===== config.mk =====
export PLATFORM = sky130hd
export DESIGN_NAME = asa_allocator
export DESIGN_NICKNAME = d
export VERILOG_FILES = /design/src/rtl/asa_pkg.sv /design/src/rtl/asa_free_pick.sv /design/src/rtl/asa_victim_pick.sv /design/src/rtl/asa_rank_next.sv /design/src/rtl/asa_allocator.sv
export SDC_FILE = /design/constraint.sdc
export NUM_CORES = 1
export LEC_CHECK = 0
export ABC_AREA = 0
export ABC_CLOCK_PERIOD_IN_PS = 8650
export BUFFER_PORTS_ARGS = -buffer_cell sky130_fd_sc_hd__clkbuf_2
export CAP_MARGIN = 20
export CORE_MARGIN = 4
export CORE_UTILIZATION = 29
export CTS_CLUSTER_DIAMETER = 30
export DETAILED_ROUTE_END_ITERATION = 16
export PLACE_DENSITY_LB_ADDON = 0.3
export SLEW_MARGIN = 20
export SYNTH_ARGS = -nofsm -noshare
export SYNTH_HDL_FRONTEND = slang
export SYNTH_SLANG_ARGS = --single-unit

===== constraint.sdc =====
create_clock -name clk -period 8.65 [get_ports clk]
set_clock_uncertainty 0.1 [all_clocks]
set_input_delay 2.595 -clock clk [delete_from_list [all_inputs] [get_ports clk]]
set_output_delay 2.595 -clock clk [all_outputs]
set_load 0.1 [all_outputs]

===== src/rtl/asa_pkg.sv =====
package asa_pkg;

    typedef enum logic [1:0] {
        OP_GET   = 2'd0,
        OP_PUT   = 2'd1,
        OP_FREE  = 2'd2,
        OP_CLEAR = 2'd3
    } asa_op_e;

endpackage


===== src/rtl/asa_free_pick.sv =====
// Finds the lowest clear allocation bit; usable only when that slot is present.
module asa_free_pick #(
    parameter int N = 4,
    parameter int W = 2
) (
    input  logic [N-1:0] amask,
    input  logic [N-1:0] present,
    output logic         found,
    output logic [W-1:0] idx
);
    logic any_clear;

    always_comb begin
        any_clear = 1'b0;
        idx       = '0;
        for (int i = N - 1; i >= 0; i--) begin
            if (!amask[i]) begin
                any_clear = 1'b1;
                idx       = W'(i);
            end
        end
        found = any_clear && present[idx];
    end
endmodule


===== src/rtl/asa_victim_pick.sv =====
// Among eligible slots, picks the one with the largest rank (oldest use).
module asa_victim_pick #(
    parameter int N = 4,
    parameter int W = 2
) (
    input  logic [N-1:0]        elig,
    input  logic [N-1:0][W-1:0] rank,
    output logic                found,
    output logic [W-1:0]        idx
);
    logic [W-1:0] best;

    always_comb begin
        found = 1'b0;
        idx   = '0;
        best  = '0;
        for (int i = 0; i < N; i++) begin
            if (elig[i] && (!found || rank[i] > best)) begin
                found = 1'b1;
                idx   = W'(i);
                best  = rank[i];
            end
        end
    end
endmodule


===== src/rtl/asa_rank_next.sv =====
// Recency ranks form a permutation: 0 is most recent, N-1 is oldest.
module asa_rank_next #(
    parameter int N = 4,
    parameter int W = 2
) (
    input  logic [N-1:0][W-1:0] rank,
    input  logic                touch_en,
    input  logic [W-1:0]        touch_idx,
    input  logic                retire_en,
    input  logic [W-1:0]        retire_idx,
    output logic [N-1:0][W-1:0] rank_nxt
);
    localparam logic [W-1:0] OLDEST = W'(N - 1);

    logic [W-1:0] touch_rank;
    logic [W-1:0] retire_rank;

    assign touch_rank  = rank[touch_idx];
    assign retire_rank = rank[retire_idx];

    for (genvar s = 0; s < N; s++) begin : g_slot
        localparam logic [W-1:0] SELF = W'(s);
        logic [W-1:0] on_touch;
        logic [W-1:0] on_retire;

        assign on_touch  = (SELF == touch_idx) ? '0 :
                           (rank[s] < touch_rank) ? rank[s] + 1'b1 : rank[s];
        assign on_retire = (SELF == retire_idx) ? OLDEST :
                           (rank[s] > retire_rank) ? rank[s] - 1'b1 : rank[s];
        assign rank_nxt[s] = touch_en  ? on_touch  :
                             retire_en ? on_retire : rank[s];
    end
endmodule


===== src/rtl/asa_allocator.sv =====
module asa_allocator
    import asa_pkg::*;
#(
    parameter int NUM_CTX   = 8,
    parameter int NUM_SLOTS = 4,
    parameter int JOB_SLOTS = 2,
    localparam int CTX_W    = $clog2(NUM_CTX),
    localparam int SLOT_W   = $clog2(NUM_SLOTS),
    localparam int REF_W    = $clog2(JOB_SLOTS + 2) + 1
) (
    input  logic                 clk,
    input  logic                 rst_n,
    input  logic                 req_valid,
    input  logic [1:0]           req_op,
    input  logic [CTX_W-1:0]     req_ctx,
    input  logic [NUM_SLOTS-1:0] present_mask,
    output logic                 rsp_valid,
    output logic                 rsp_hit,
    output logic                 rsp_fail,
    output logic [SLOT_W-1:0]    rsp_slot,
    output logic                 prog_pulse,
    output logic [SLOT_W-1:0]    prog_slot,
    output logic                 ref_warn,
    output logic                 ref_underflow,
    output logic [NUM_SLOTS-1:0] alloc_mask
);
    localparam logic [REF_W-1:0] WARN_AT = REF_W'(JOB_SLOTS + 1);
    localparam logic [REF_W-1:0] REF_MAX = '1;

    typedef struct packed {
        logic [NUM_CTX-1:0]                has;
        logic [NUM_CTX-1:0][SLOT_W-1:0]    slot;
        logic [NUM_CTX-1:0][REF_W-1:0]     refc;
        logic [NUM_SLOTS-1:0]              amask;
        logic [NUM_SLOTS-1:0][CTX_W-1:0]   owner;
        logic [NUM_SLOTS-1:0][SLOT_W-1:0]  rank;
        logic                              rsp_valid;
        logic                              rsp_hit;
        logic                              rsp_fail;
        logic [SLOT_W-1:0]                 rsp_slot;
        logic                              prog;
        logic [SLOT_W-1:0]                 prog_slot;
        logic                              warn;
        logic                              under;
    } state_t;

    function automatic state_t reset_value();
        state_t s;
        s = '0;
        for (int i = 0; i < NUM_SLOTS; i++) begin
            s.rank[i] = SLOT_W'(i);
        end
        return s;
    endfunction

    state_t q, d;

    asa_op_e            op;
    logic [SLOT_W-1:0]  cur_slot;
    logic [REF_W-1:0]   cur_ref;
    logic [REF_W-1:0]   ref_inc;
    logic               cur_has;
    logic               is_get;
    logic               do_hit;
    logic               do_new;
    logic               do_evict;
    logic [SLOT_W-1:0]  new_slot;
    logic               touch_en;
    logic [SLOT_W-1:0]  touch_idx;
    logic               retire_en;

    logic [NUM_SLOTS-1:0]             elig;
    logic                             free_found;
    logic [SLOT_W-1:0]                free_idx;
    logic                             vic_found;
    logic [SLOT_W-1:0]                vic_idx;
    logic [NUM_SLOTS-1:0][SLOT_W-1:0] rank_nxt;

    for (genvar s = 0; s < NUM_SLOTS; s++) begin : g_elig
        assign elig[s] = q.amask[s] && (q.refc[q.owner[s]] == '0);
    end

    asa_free_pick #(.N(NUM_SLOTS), .W(SLOT_W)) u_free (
        .amask   (q.amask),
        .present (present_mask),
        .found   (free_found),
        .idx     (free_idx)
    );

    asa_victim_pick #(.N(NUM_SLOTS), .W(SLOT_W)) u_victim (
        .elig  (elig),
        .rank  (q.rank),
        .found (vic_found),
        .idx   (vic_idx)
    );

    asa_rank_next #(.N(NUM_SLOTS), .W(SLOT_W)) u_rank (
        .rank       (q.rank),
        .touch_en   (touch_en),
        .touch_idx  (touch_idx),
        .retire_en  (retire_en),
        .retire_idx (cur_slot),
        .rank_nxt   (rank_nxt)
    );

    // Request decode: which path a request takes, and what it does to recency.
    always_comb begin
        op       = asa_op_e'(req_op);
        cur_has  = q.has[req_ctx];
        cur_slot = q.slot[req_ctx];
        cur_ref  = q.refc[req_ctx];
        ref_inc  = (cur_ref == REF_MAX) ? cur_ref : cur_ref + 1'b1;

        is_get   = req_valid && (op == OP_GET);
        do_hit   = is_get && cur_has;
        do_new   = is_get && !cur_has && (free_found || vic_found);
        do_evict = do_new && !free_found;
        new_slot = free_found ? free_idx : vic_idx;

        touch_en  = do_hit || do_new;
        touch_idx = do_hit ? cur_slot : new_slot;
        retire_en = req_valid && (op == OP_FREE) && cur_has;
    end

    // Next-state computation.
    always_comb begin
        d           = q;
        d.rank      = rank_nxt;
        d.rsp_valid = req_valid;
        d.rsp_hit   = 1'b0;
        d.rsp_fail  = 1'b0;
        d.rsp_slot  = '0;
        d.prog      = 1'b0;
        d.prog_slot = '0;
        d.warn      = 1'b0;
        d.under     = 1'b0;

        if (req_valid) begin
            unique case (op)
                OP_GET: begin
                    if (do_hit) begin
                        d.rsp_hit       = 1'b1;
                        d.rsp_slot      = cur_slot;
                        d.refc[req_ctx] = ref_inc;
                        d.warn          = (ref_inc >= WARN_AT);
                    end else if (do_new) begin
                        if (do_evict) begin
                            d.has[q.owner[new_slot]] = 1'b0;
                        end
                        d.has[req_ctx]   = 1'b1;
                        d.slot[req_ctx]  = new_slot;
                        d.refc[req_ctx]  = REF_W'(1);
                        d.amask[new_slot] = 1'b1;
                        d.owner[new_slot] = req_ctx;
                        d.rsp_slot       = new_slot;
                        d.prog           = 1'b1;
                        d.prog_slot      = new_slot;
                    end else begin
                        d.rsp_fail = 1'b1;
                    end
                end
                OP_PUT: begin
                    if (cur_ref == '0) begin
                        d.under = 1'b1;
                    end else begin
                        d.refc[req_ctx] = cur_ref - 1'b1;
                    end
                end
                OP_FREE: begin
                    if (cur_has) begin
                        d.has[req_ctx]    = 1'b0;
                        d.refc[req_ctx]   = '0;
                        d.amask[cur_slot] = 1'b0;
                    end
                end
                OP_CLEAR: begin
                    d           = reset_value();
                    d.rsp_valid = 1'b1;
                end
                default: ;
            endcase
        end
    end

    always_ff @(posedge clk or negedge rst_n) begin
        if (!rst_n) begin
            q <= reset_value();
        end else begin
            q <= d;
        end
    end

    assign rsp_valid     = q.rsp_valid;
    assign rsp_hit       = q.rsp_hit;
    assign rsp_fail      = q.rsp_fail;
    assign rsp_slot      = q.rsp_slot;
    assign prog_pulse    = q.prog;
    assign prog_slot     = q.prog_slot;
    assign ref_warn      = q.warn;
    assign ref_underflow = q.under;
    assign alloc_mask    = q.amask;

endmodule


==> impl_metrics.csv <==
group,metric,value,unit
yosys,synth-xor-area-share,0.282,%
yosys,synth_top_family_by_area,"compound AO/OA/AOI/OAI gates",
cts,hold_buffers,0,
setup_path,worstPathArrival,7.59,ns
floorplanning,initial_core_util,29.5,%
pwr,peakVddDrop,0.000141,V
floorplanning,row_count,53,
pwr,power_density,434,mW/mm²
final_layout,drive_gt1_share,14.9,%
yosys,synthesis.nets,726,
final_layout,nets,716,
timing,max_slew_margin,24.8,%
grt,grt_pass1_wl,31400,µm
cts,clk_pin_slew_worst_paths,0.07,ns
final_layout,syn_to_final_growth,9.24,%
flow_run,maxCapViolCount,0,
timing,rsz0062_at_grt,"false",
setup_path,crit_type,"flop to flop",
grt,antenna_found_initial,0,
yosys,ys_seq_area_share,33.2,%
timing,setup_viol_count_final,0,
setup_path,cp-end-kind,"flop",
detailed_routing,wl_met1,9060,µm
cts,cts_post_setup_buffers_inserted,0,
timing,drv_slew,0,
detailed_routing,num_vias,5767,
min_path,hold_class,"flop to flop",
timing,fin_crit_sh,85.7,%
detailed_routing,topRoutingLayerUsed,"met4",
detailed_routing,ant_nets,0,
yosys,synth_area_per_cell,8.90,µm²
floorplanning,core,0.0210,mm²
timing,fin_setup_tns,0,ns
timing,tightest_slew,1.12,ns
cts,cts_buffers,9,
status,status,"completed",
detailed_routing,wl_met3,1420,µm
timing,hold_violations,0,
setup_path,required,8.82,ns
cts,cts_root_buf,"clkbuf_16",
grt,grt_max_degree,58,
detailed_routing,route.detailed.drc,0,
grt,grt-ovfl-total,0,
yosys,yosysWarningCount,0,
grt,grt_util_all_layers,16.6,%
yosys,synth_compound_area_share,34.2,%
setup_path,cp-start-kind,"flop",
final_layout,diodes,0,
detailed_routing,wl,19900,µm
floorplanning,die_w,154,µm
pwr,total_leakage_power,2.74,nW
setup_path,crit_fanout,11,
cts,clockBufferDepth,2,
yosys,synth_cells,697,
placed_design,gp_congestion,0.910,
yosys,synth-async-reset-ratio,100,%
yosys,synthSimpleGateAreaFrac,18.7,%
cts,tritoncts,"done",
cts,cts_sinks,82,
timing,fmax,135,MHz
yosys,ys.flop_type,"dfrtp_1",
detailed_routing,routed-wl-met2,9030,µm
timing,hold_slack,0.403,ns
timing,period_minus_slack,7.42,ns
placed_design,port_buffers,25,
yosys,synth_edf_count,0,
detailed_routing,dr.pass1.iters,5,
floorplanning,die-area,0.0238,mm²
yosys,synth_fa_ha_area_share,3.43,%
detailed_routing,viasPerCell,5.96,
floorplanning,dieHeight,154,µm
placed_design,hpwl,14200,µm
yosys,netlist_area,0.00620,mm²
cts,htree_levels,3,
grt,grt_pass1_vias,5374,
floorplanning,ioPinCount,26,
yosys,ys_types,89,
cts,cts_resized,0,
detailed_routing,routedWlPerCell,20.6,µm
detailed_routing,drt_iter0_drc,518,
yosys,synth_mux_area_share,4.66,%
cts,insertion_delay,0.36,ns
yosys,ys_seq_elements,82,
-- flip-flops by register name (all words and copies together) (netlist names) --
register / flops
alloc_mask: 4
prog_pulse: 1
prog_slot: 2
q: 68
ref_underflow: 1
ref_warn: 1
rsp_fail: 1
rsp_hit: 1
rsp_slot: 2
rsp_valid: 1
-- placed cells by master, fill, tap and decap left out, drive strengths merged, types with 6 or more instances in the layout --
cell and n:
a2111oi 8, a211oi 16, a21o 10, a21oi 59
a221oi 10, a22o 27, a31oi 12, a32o 13
and2 13, buf 7, clkbuf 34, dfrtp 78
ha 17, inv 25, mux2 7, mux2i 12
nand2 34, nand2b 7, nand3 17, nand3b 7
nor2 61, nor2b 17, nor3 15, nor4 9
nor4b 6, o21ai 65, o22ai 11, o2bb2ai 10
or2 6
-- routing by layer --
layer | up-vias | global-route usage (%)
li1 | 2642 | -
met1 | 2859 | 23.6
met2 | 237 | 25.0
met3 | 29 | 4.17
met4 | 0 | 4.88
met5 | - | 0
-- worst max-delay path, cell delays in order, from the launching register on --
cell,delay [ns]
dfrtp_1,0.44
nor3_1,0.37
a221oi_1,0.20
a211oi_4,0.39
nand3_1,0.19
ha_1,0.33
nor2b_1,0.13
o21ai_0,0.14
nand3_1,0.18
nand2_1,0.19
mux2_2,0.37
ha_1,0.28
nor2b_1,0.13
a2bb2oi_1,0.24
o211a_1,0.25
mux2_2,0.35
ha_1,0.28
nor2b_1,0.16
o21ai_0,0.15
a21o_1,0.24
a21o_1,0.20
a21boi_1,0.77
mux2_2,0.43
a311oi_2,0.44
a2111oi_0,0.14
a21oi_1,0.23
-- cell type report --
| class | instances | area (µm²) |
|---|---|---|
| flip-flops and latches | 82 | 2060 |
| well taps | 275 | 344 |
| multi-input cells | 540 | 3800 |
| inverters | 23 | 86.3 |
| clock buffers | 10 | 239 |
| repair buffers | 31 | 173 |
| clock inverters | 6 | 72.6 |
| fillers | 2153 | 14200 |
-- kinds of logic after synthesis --
group | after synthesis
buffers and inverters | 75
AOI/OAI and AO/OA | 287
xor gates and xnor gates | 2
muxes | 23
DFF | 82
and+or+nand+nor | 211
adders and majority gates | 17
-- per-stage QoR --
step	power (mW)	util (%)	setup WS (ns)	cell area, µm²	std cells
floorplan	2.08	-	2.71	6200	697
global placement	2.49	30.7	1.36	6460	951
detailed placement	2.49	30.7	1.37	6460	951
CTS	2.92	32.2	1.32	6770	967
global route	3.16	32.2	0.731	6780	967
finish	2.94	32.2	1.23	6780	967
-- path summary, 6_finish.rpt --
path | cells after the start | to | start | slack (ns)
setup / recovery | 25 | q[81]$_DFFE_PN0P_ | q[46]$_DFFE_PN0P_ | 1.23
hold / removal | 1 | q[73]$_DFFE_PN0P_ | q[73]$_DFFE_PN0P_ | 0.40
setup reg to reg | 25 | q[81]$_DFFE_PN0P_ | q[46]$_DFFE_PN0P_ | 1.23
hold reg to reg | 1 | q[73]$_DFFE_PN0P_ | q[73]$_DFFE_PN0P_ | 0.40
max in group asynchronous | 2 | q[18]$_DFFE_PN0P_ | rst_n | 5.31
min in group asynchronous | 1 | rsp_hit$_DFF_PN0_ | rst_n | 2.04
-- where the power goes --
group          leakage, nW  switching (mW)  internal, mW  total, mW
combinational         1.52            1.19         0.680       1.87
sequential            1.08           0.162         0.490      0.652
clock                0.143           0.180         0.235      0.415
total                 2.74            1.53          1.40       2.94
-- Yosys cell counts, drive strengths merged, types with 9 or more instances --
cell	count	area, µm²
a211oi	16	173
a21o	10	75.1
a21oi	59	295
a221oi	10	93.8
a22o	27	236
a31oi	12	75.1
a32o	13	141
and2	13	81.3
buf	25	156
clkbuf	27	101
dfrtp	78	1950
ha	17	213
inv	23	86.3
mux2i	12	120
nand2	34	143
nand3	17	85.1
nor2	61	231
nor2b	17	106
nor3	15	108
nor4	9	68.8
o21ai	65	329
o22ai	11	75.1
o2bb2ai	10	106
Power figures use the tool's default switching activity.
